<file path="config.mk">
export PLATFORM = sky130hd
export DESIGN_NAME = gpio_irq_detector
export DESIGN_NICKNAME = d
export VERILOG_FILES = /design/src/rtl/gpio_irq_pkg.sv /design/src/rtl/gpio_irq_sync.sv /design/src/rtl/gpio_irq_cfg.sv /design/src/rtl/gpio_irq_detect.sv /design/src/rtl/gpio_irq_status.sv /design/src/rtl/gpio_irq_detector.sv
export SDC_FILE = /design/constraint.sdc
export NUM_CORES = 1
export LEC_CHECK = 0
export CAP_MARGIN = 10
export CORE_ASPECT_RATIO = 0.9
export CORE_MARGIN = 4
export CORE_UTILIZATION = 49
export DETAILED_ROUTE_END_ITERATION = 8
export GPL_ROUTABILITY_DRIVEN = 0
export HOLD_SLACK_MARGIN = 0.03
export PLACE_DENSITY = 0.76
export SLEW_MARGIN = 15
export SYNTH_ARGS = -nofsm -noshare
export SYNTH_HDL_FRONTEND = slang
export SYNTH_SLANG_ARGS = --single-unit
</file>
<file path="constraint.sdc">
create_clock -name clk -period 1.6 [get_ports clk]
set_input_delay 0.32 -clock clk [delete_from_list [all_inputs] [get_ports clk]]
set_output_delay 0.32 -clock clk [all_outputs]
set_load 0.005 [all_outputs]
</file>
<file path="src/rtl/gpio_irq_pkg.sv">
package gpio_irq_pkg;

    // Write-port addresses for the configuration registers.
    typedef enum logic [2:0] {
        ADDR_LEVEL_SEL = 3'd0,
        ADDR_DUAL_EDGE = 3'd1,
        ADDR_POLARITY  = 3'd2,
        ADDR_ENABLE    = 3'd3,
        ADDR_CLEAR     = 3'd4
    } cfg_addr_e;

endpackage

</file>
<file path="src/rtl/gpio_irq_sync.sv">
module gpio_irq_sync #(
    parameter int WIDTH  = 8,
    parameter int STAGES = 2
) (
    input  logic             clk,
    input  logic             rst_n,
    input  logic [WIDTH-1:0] async_in,
    output logic [WIDTH-1:0] sync_o,
    output logic [WIDTH-1:0] prev_o
);

    typedef struct packed {
        logic [STAGES-1:0][WIDTH-1:0] chain;
        logic [WIDTH-1:0]             prev;
    } sync_state_t;

    sync_state_t st_d, st_q;

    always_comb begin
        st_d          = st_q;
        st_d.chain[0] = async_in;
        for (int i = 1; i < STAGES; i++) begin
            st_d.chain[i] = st_q.chain[i-1];
        end
        st_d.prev = st_q.chain[STAGES-1];
    end

    always_ff @(posedge clk or negedge rst_n) begin
        if (!rst_n) st_q <= '0;
        else        st_q <= st_d;
    end

    assign sync_o = st_q.chain[STAGES-1];
    assign prev_o = st_q.prev;

    // The compare value is the synchronised pin one clock earlier.
    assert_prev_lags_sync_R10: assert property (@(posedge clk) disable iff (!rst_n)
        1'b1 |=> (prev_o == $past(sync_o)));

endmodule

</file>
<file path="src/rtl/gpio_irq_cfg.sv">
module gpio_irq_cfg
    import gpio_irq_pkg::*;
#(
    parameter int WIDTH = 8
) (
    input  logic             clk,
    input  logic             rst_n,
    input  logic             wr_en,
    input  cfg_addr_e        wr_addr,
    input  logic [WIDTH-1:0] wr_data,
    output logic [WIDTH-1:0] level_sel,
    output logic [WIDTH-1:0] dual_edge,
    output logic [WIDTH-1:0] polarity,
    output logic [WIDTH-1:0] enable,
    output logic [WIDTH-1:0] clr_bits
);

    typedef struct packed {
        logic [WIDTH-1:0] level_sel;
        logic [WIDTH-1:0] dual_edge;
        logic [WIDTH-1:0] polarity;
        logic [WIDTH-1:0] enable;
    } cfg_state_t;

    cfg_state_t cfg_d, cfg_q;

    always_comb begin
        cfg_d = cfg_q;
        if (wr_en) begin
            unique case (wr_addr)
                ADDR_LEVEL_SEL: cfg_d.level_sel = wr_data;
                ADDR_DUAL_EDGE: cfg_d.dual_edge = wr_data;
                ADDR_POLARITY:  cfg_d.polarity  = wr_data;
                ADDR_ENABLE:    cfg_d.enable    = wr_data;
                default:        ;
            endcase
        end
    end

    always_ff @(posedge clk or negedge rst_n) begin
        if (!rst_n) cfg_q <= '0;
        else        cfg_q <= cfg_d;
    end

    assign level_sel = cfg_q.level_sel;
    assign dual_edge = cfg_q.dual_edge;
    assign polarity  = cfg_q.polarity;
    assign enable    = cfg_q.enable;
    // Write-one-to-clear pulse, valid only in the cycle of the write.
    assign clr_bits  = (wr_en && wr_addr == ADDR_CLEAR) ? wr_data : '0;

    assert_enable_kept_R11: assert property (@(posedge clk) disable iff (!rst_n)
        (wr_en && wr_addr != ADDR_ENABLE) |=> $stable(enable));

    assert_level_sel_kept_R11: assert property (@(posedge clk) disable iff (!rst_n)
        (!wr_en) |=> $stable(level_sel));

endmodule

</file>
<file path="src/rtl/gpio_irq_detect.sv">
module gpio_irq_detect #(
    parameter int WIDTH = 8
) (
    input  logic [WIDTH-1:0] sync_in,
    input  logic [WIDTH-1:0] prev_in,
    input  logic [WIDTH-1:0] level_sel,
    input  logic [WIDTH-1:0] dual_edge,
    input  logic [WIDTH-1:0] polarity,
    output logic [WIDTH-1:0] edge_hit,
    output logic [WIDTH-1:0] level_on
);

    for (genvar i = 0; i < WIDTH; i++) begin : g_line
        logic rise;
        logic fall;
        logic picked;
        assign rise        = sync_in[i] & ~prev_in[i];
        assign fall        = ~sync_in[i] & prev_in[i];
        // Dual-edge overrides polarity; otherwise polarity picks the edge.
        assign picked      = dual_edge[i] ? (rise | fall)
                                          : (polarity[i] ? rise : fall);
        assign edge_hit[i] = ~level_sel[i] & picked;
        assign level_on[i] = ~(sync_in[i] ^ polarity[i]);
    end

endmodule

</file>
<file path="src/rtl/gpio_irq_status.sv">
module gpio_irq_status #(
    parameter int WIDTH = 8
) (
    input  logic             clk,
    input  logic             rst_n,
    input  logic [WIDTH-1:0] level_sel,
    input  logic [WIDTH-1:0] edge_hit,
    input  logic [WIDTH-1:0] level_on,
    input  logic [WIDTH-1:0] clr_bits,
    input  logic [WIDTH-1:0] enable,
    output logic [WIDTH-1:0] raw_o,
    output logic [WIDTH-1:0] masked_o,
    output logic             irq_o
);

    typedef struct packed {
        logic [WIDTH-1:0] raw;
        logic             irq;
    } stat_state_t;

    stat_state_t st_d, st_q;

    always_comb begin
        st_d = st_q;
        // Level lines follow the pin; edge lines hold until cleared, new edge wins.
        st_d.raw = (level_sel & level_on)
                 | (~level_sel & ((st_q.raw & ~clr_bits) | edge_hit));
        st_d.irq = |(st_q.raw & enable);
    end

    always_ff @(posedge clk or negedge rst_n) begin
        if (!rst_n) st_q <= '0;
        else        st_q <= st_d;
    end

    assign raw_o    = st_q.raw;
    assign masked_o = st_q.raw & enable;
    assign irq_o    = st_q.irq;

    assert_level_follows_R2: assert property (@(posedge clk) disable iff (!rst_n)
        1'b1 |=> (((raw_o ^ $past(level_on)) & $past(level_sel)) == '0));

    assert_edge_held_R5: assert property (@(posedge clk) disable iff (!rst_n)
        1'b1 |=> (($past(raw_o & ~level_sel & ~clr_bits) & ~raw_o) == '0));

    assert_clear_drops_R6: assert property (@(posedge clk) disable iff (!rst_n)
        1'b1 |=> (($past(clr_bits & ~level_sel & ~edge_hit) & raw_o) == '0));

    assert_edge_beats_clear_R7: assert property (@(posedge clk) disable iff (!rst_n)
        1'b1 |=> (($past(edge_hit & clr_bits) & ~raw_o) == '0));

    assert_irq_follows_mask_R9: assert property (@(posedge clk) disable iff (!rst_n)
        1'b1 |=> (irq_o == $past(|masked_o)));

    assert_no_irq_disabled_R1: assert property (@(posedge clk) disable iff (!rst_n)
        (enable == '0) |=> !irq_o);

endmodule

</file>
<file path="src/rtl/gpio_irq_detector.sv">
module gpio_irq_detector
    import gpio_irq_pkg::*;
#(
    parameter int LINES       = 8,
    parameter int SYNC_STAGES = 2
) (
    input  logic             clk,
    input  logic             rst_n,
    input  logic [LINES-1:0] pin_in,
    input  logic             cfg_we,
    input  logic [2:0]       cfg_addr,
    input  logic [LINES-1:0] cfg_wdata,
    output logic [LINES-1:0] raw_status,
    output logic [LINES-1:0] masked_status,
    output logic             irq
);

    logic [LINES-1:0] pin_sync, pin_prev;
    logic [LINES-1:0] level_sel, dual_edge, polarity, enable, clr_bits;
    logic [LINES-1:0] edge_hit, level_on;

    gpio_irq_sync #(.WIDTH(LINES), .STAGES(SYNC_STAGES)) u_sync (
        .clk      (clk),
        .rst_n    (rst_n),
        .async_in (pin_in),
        .sync_o   (pin_sync),
        .prev_o   (pin_prev)
    );

    gpio_irq_cfg #(.WIDTH(LINES)) u_cfg (
        .clk       (clk),
        .rst_n     (rst_n),
        .wr_en     (cfg_we),
        .wr_addr   (cfg_addr_e'(cfg_addr)),
        .wr_data   (cfg_wdata),
        .level_sel (level_sel),
        .dual_edge (dual_edge),
        .polarity  (polarity),
        .enable    (enable),
        .clr_bits  (clr_bits)
    );

    gpio_irq_detect #(.WIDTH(LINES)) u_detect (
        .sync_in   (pin_sync),
        .prev_in   (pin_prev),
        .level_sel (level_sel),
        .dual_edge (dual_edge),
        .polarity  (polarity),
        .edge_hit  (edge_hit),
        .level_on  (level_on)
    );

    gpio_irq_status #(.WIDTH(LINES)) u_status (
        .clk       (clk),
        .rst_n     (rst_n),
        .level_sel (level_sel),
        .edge_hit  (edge_hit),
        .level_on  (level_on),
        .clr_bits  (clr_bits),
        .enable    (enable),
        .raw_o     (raw_status),
        .masked_o  (masked_status),
        .irq_o     (irq)
    );

endmodule

</file>
==> results of run 1 <==
[stage by stage]
step	power (uW)	instances
after CTS	4590	332
after global routing	4830	332
after floorplan	2640	195
final	4540	332
after detailed placement	3260	311
after global placement	3230	311
[power by group]
| group | leakage (uW) | internal (uW) | switching [uW] |
|---|---|---|---|
| Clock | 0.0000974 | 759 | 570 |
| Combinational | 0.000828 | 709 | 381 |
| Sequential | 0.000758 | 1930 | 191 |
[worst max-delay path: stages, from the launching register on]
cell and delay [ns]:
dfrtp_1 0.37, and2_4 0.16, or4_4 0.53, or4_4 0.41
[routing by layer]
layer	global-route usage, %	wire length (um)
met1	21.3	2250
met3	6.91	324
met5	0	0
met2	24.6	2310
met4	5.98	66
[worst min path at each step]
| stage | end | slack (ns) |
|---|---|---|
| floorplan | u_cfg.dual_edge[0]$_DFFE_PN0P_ | 0.02 |
| global placement | u_sync.prev_o[6]$_DFF_PN0_ | 0.28 |
| detailed placement | u_sync.sync_o[6]$_DFF_PN0_ | 0.29 |
| CTS | u_sync.sync_o[4]$_DFF_PN0_ | 0.35 |
| global route | u_sync.sync_o[2]$_DFF_PN0_ | 0.35 |
| finish | u_sync.sync_o[2]$_DFF_PN0_ | 0.35 |
[area by class of cell]
cell class,instances,share of cell area (%)
sequential,65,45.4
clock inverter,3,1.12
timing repair buffer,56,14.5
inverter,16,1.67
clock buffer,13,4.15
multi-input combinational,112,30.8
tap,67,2.34
[cells in the final DEF (no fill, tap or decap), types with 3 or more instances in the layout]
master           instances
buf_4                   17
and2_4                   3
xor2_1                   8
dfrtp_1                 65
clkdlybuf4s50_1         21
mux2_2                  32
dlygate4sd2_1           12
nand2_1                  8
clkbuf_1                 3
a21boi_0                 8
and2_1                   5
ha_1                    16
inv_1                   16
o31a_1                   8
mux2i_1                 16
clkbuf_8                10
[state kept, by name (all words and copies together) (netlist names)]
name	count
u_cfg.dual_edge	8
u_sync.st_d	8
u_status.irq_o	1
u_cfg.enable	8
u_sync.sync_o	8
u_cfg.polarity	8
u_status.raw_o	8
u_cfg.level_sel	8
u_sync.prev_o	8
[cells by family (layout without fill, tap and decap cells)]
kind of cell	Yosys count	after routing	share of synthesized area [%]
flip-flops	65	65	58.6
buffers and inverters	18	88	2.52
AO/OA/AOI/OAI	16	16	4.68
multiplexers	48	48	18.7
AND/OR/NAND/NOR	24	24	5.77
XOR/XNOR	8	8	2.52
adder cells (fa/ha/maj)	16	16	7.21
[timing repair]
action | CTS | global route
gates resized for setup | 18 | 7
endpoints found under the hold margin | 15 | 0
setup buffers | 4 | 0
endpoints found under the setup margin | 12 | 8
hold buffers | 1 | 0
pin swaps | 0 | 2
==> flow_summary.yaml, run 1 <==
run_status:
  status: "completed"
critical_path:
  criticalPathCategory: "register to register"
  r2r_start: "u_cfg.enable[0]$_DFFE_PN0P_"
  cp-end-kind: "register"
  r2r_cells: 3
  worstPathRequired_ns: 1.81
  crit_start: "u_cfg.enable[0]$_DFFE_PN0P_"
  ff2ff_setup_slack_ns: 0.006
  r2r_end: "u_status.irq_o$_DFF_PN0_"
  cp.arrival_ns: 1.80
  crit_fanout: 2
  critPathCapture: "u_status.irq_o$_DFF_PN0_"
  start_kind: "register"
routing:
  drc: 0
  ant_nets: 0
  via_per_inst: 5.08
  drt-total-wl_um: 4940
  num_vias: 1686
  drt_iter0_drc: 48
  wire_per_inst_um: 14.9
  dr.pass1.iters: 4
logic_synthesis:
  netlist_area_um2: 2780
  synth_cell_types: 18
  synth_area_leader_cell: "dfrtp_1"
  postSynthAreaPerCell_um2: 14.2
  synth_commonest_cells: "dfrtp_1, mux2_2, ha_1, inv_1, mux2i_1"
  yosysTopAreaCellShare_pct: 58.6
  synth-seq-area-share_pct: 58.6
  synthArstFlopShare_pct: 100
  yosysWarnings: 0
  synthTopCellsByArea: "dfrtp_1, mux2_2, ha_1"
  synth-edff-count: 0
  mappedNetlistNets: 233
  synthesis.instances: 195
  ys_ff_latch: 65
  yosys_most_used_dff: "dfrtp_1"
  synth_most_common_cell: "dfrtp_1"
global_routing:
  grt_pass1_vias: 1753
  antenna_found_initial: 0
  overflow: 0
  grt_pass1_wl_um: 8420
  grt_use_total_pct: 16.4
  grt_max_degree: 27
cells_and_area:
  diodes: 0
  nets: 298
  nFillCells: 417
  multi_input_area_um2: 1110
  stdcell_area_um2: 3590
  regArea_um2: 1630
  drive_gt1_share_pct: 28.3
  syn_to_final_growth_pct: 29.1
  final_core_utilization_pct: 66.7
placed_design:
  dp_hpwl_um: 3570
  portBuffers: 38
  placed_area_um2: 3350
  pre_cts_ws_ns: -0.298
run:
  drv_cap: 0
die:
  die_h_um: 79.4
  pin_count: 39
  core-area_um2: 5380
  die-area_um2: 6940
  rows: 25
  die-width_um: 87.4
  initial_core_util_pct: 51.6
clock_network:
  clkLatencyLatePin_ns: 0.34
  cts-buffers-inserted: 9
  clkTransAtPathRegs_ns: 0.07
  h-tree-depth: 3
  cts_sinks: 65
  clk_path_buf_depth: 2
  cts_tree: "done"
  root_buffer: "clkbuf_8"
sta:
  setup_slack_ns: 0.00644
  whs_ns: 0.348
  rsz0062_at_grt: "yes"
  period_needed_ns: 1.59
  report.final.slew_viol_count: 0
  maxClockFrequency_ghz: 0.628
  min_period_over_period_pct: 99.6
  slew_headroom_pct: 69.9
  finalClockSkew_ns: 0.00582
  tns_ns: 0
  hold_violations: 0
  setup_viol: 0
  worst_pin_slew_ns: 0.451
worst_hold_path:
  hp-class: "register to register"
  min-delay-start: "u_sync.st_d[18]$_DFF_PN0_"
  hold_depth: 0
power:
  p_leak_uw: 0.00168
  vdd_drop_max_mv: 0.743
  cellPowerDensity_nw_per_um2: 1270
(Power assumes the default switching activity.)
==> inputs of run 2 (changes only) <==
- clock period: 1.6 -> 1.4 ns (I/O delays scaled with it)
==> flow_summary.yaml, run 2 (synthesized netlist as in run 1, its figures left out) <==
run_status:
  status: "complete, but fails checks"
  violations: "negative setup slack"
sta:
  report.final.slew_viol_count: 0
  slew_headroom_pct: 77.0
  setup_slack_ns: -0.196
  tns_ns: -0.209
  maxClockFrequency_ghz: 0.627
  period_needed_ns: 1.60
  finalClockSkew_ns: 0.00622
  min_period_over_period_pct: 114
  worst_pin_slew_ns: 0.345
  rsz0062_at_grt: "yes"
  hold_violations: 0
  setup_viol: 2
global_routing:
  grt_max_degree: 66
  antenna_found_initial: 0
  grt_pass1_wl_um: 8560
  grt_pass1_vias: 1767
  overflow: 0
  grt_use_total_pct: 16.6
placed_design:
  placed_area_um2: 3440
  portBuffers: 38
  dp.cells: 320
  dp_hpwl_um: 3460
routing:
  drt_iter0_drc: 49
  wire_per_inst_um: 15.1
  num_vias: 1726
  dr.pass1.iters: 4
  drt-total-wl_um: 5170
  via_per_inst: 5.05
  ant_nets: 0
  drc: 0
clock_network:
  clk_path_buf_depth: 2
  clkLatencyLatePin_ns: 0.34
  root_buffer: "clkbuf_8"
  cts_sinks: 65
  cts-buffers-inserted: 9
  h-tree-depth: 3
  clkTransAtPathRegs_ns: 0.07
  cts_tree: "done"
cells_and_area:
  mostFrequentLayoutCells: "dfrtp_1, mux2_2, buf_4"
  final_common_cell: "dfrtp_1"
  multi_input_area_um2: 1120
  nets: 308
  regArea_um2: 1630
  final_cells: 342
  drive_gt1_share_pct: 34.2
  diodes: 0
  stdcell_area_um2: 3730
  final_core_utilization_pct: 69.3
  syn_to_final_growth_pct: 34.1
  nFillCells: 382
critical_path:
  crit_buf_inv: 0
  cp-end-kind: "register"
  cpMostUsedCell: "or4_4"
  criticalPathCategory: "register to register"
  max_stage_delay_ns: 0.53
  start_kind: "register"
  crit_family: "simple AND/OR/NAND/NOR gates"
  crit_fanout: 2
  cp_cell_sequence: "and2_4, or4_4, or4_4"
  crit_slowest_cell: "or4_4"
  worstPathRequired_ns: 1.61
  cp.arrival_ns: 1.81
power:
  power.total_uw: 5510
  p_leak_uw: 0.00176
  vdd_drop_max_mv: 0.917
  cellPowerDensity_nw_per_um2: 1480
die:
  die_h_um: 79.4
  rows: 25
  pin_count: 39
  die-area_um2: 6940
  initial_core_util_pct: 51.6
  core-area_um2: 5380
  die-width_um: 87.4
run:
  drv_cap: 0
worst_hold_path:
  hp-class: "register to register"
## run 2: cell types whose count changed in the layout (fill, tap and decap cells not counted), moves of 2 or more
cell / change
clkdlybuf4s50_1: -5
and2_4: +3
clkbuf_8: +2
clkdlybuf4s15_1: +6
dlygate4sd2_1: -6
buf_6: +11
clkbuf_2: +2
and2_1: -3
## run 2: metrics by stage
step	hold WS, ns	setup slack [ns]
CTS	0.348	-0.178
detailed placement	0.321	-0.438
global placement	0.322	-0.467
finish	0.344	-0.196
floorplan	-0.0156	-0.130
global route	0.358	-0.218
## run 2: report_power, final
| group | leakage (uW) | switching [uW] | internal (uW) |
|---|---|---|---|
| Combinational | 0.000899 | 476 | 956 |
| Sequential | 0.000758 | 235 | 2210 |
| Clock | 0.000107 | 664 | 967 |
| Total | 0.00176 | 1370 | 4130 |
## run 2: timing repair
item	in CTS	in global routing
endpoints found under the setup margin	50	11
gates resized for setup	54	12
hold buffers	1	0
pin swaps	3	1
buffers inserted	5	1
endpoints found under the hold margin	65	0
## run 2: worst paths after layout
check / startpoint / endpoint / slack, ns / cells past startpoint
min: u_sync.st_d[23]$_DFF_PN0_ / u_sync.sync_o[7]$_DFF_PN0_ / 0.34 / 0
max: u_status.raw_o[7]$_DFF_PN0_ / u_status.irq_o$_DFF_PN0_ / -0.20 / 3
max in group asynchronous: rst_n / u_cfg.dual_edge[1]$_DFFE_PN0P_ / 0.64 / 3
max reg2reg: u_status.raw_o[7]$_DFF_PN0_ / u_status.irq_o$_DFF_PN0_ / -0.20 / 3
min reg2reg: u_sync.st_d[23]$_DFF_PN0_ / u_sync.sync_o[7]$_DFF_PN0_ / 0.34 / 0
min in group asynchronous: rst_n / u_sync.prev_o[6]$_DFF_PN0_ / 0.47 / 3
## run 2: final cells by class
cell class | count | area share (%)
clock buffers | 14 | 4.63
clock inverters | 2 | 0.940
inverters | 16 | 1.61
multi-input cells | 112 | 30.0
flip-flops and latches | 65 | 43.7
well taps | 67 | 2.25
repair buffers | 66 | 17.0
## run 2: worst reg2reg max path, cell delays in order (launching register included)
cell	delay, ns
dfrtp_1	0.38
and2_4	0.16
or4_4	0.53
or4_4	0.41
## run 2: metal layers
metal / GRT usage, % / vias to the layer above / part of all wire (%)
met5: 0 / - / 0
met4: 4.60 / 0 / 0.93
met3: 6.81 / 8 / 6.3
met2: 24.9 / 41 / 47
met1: 22.3 / 852 / 46
li1: - / 825 / -
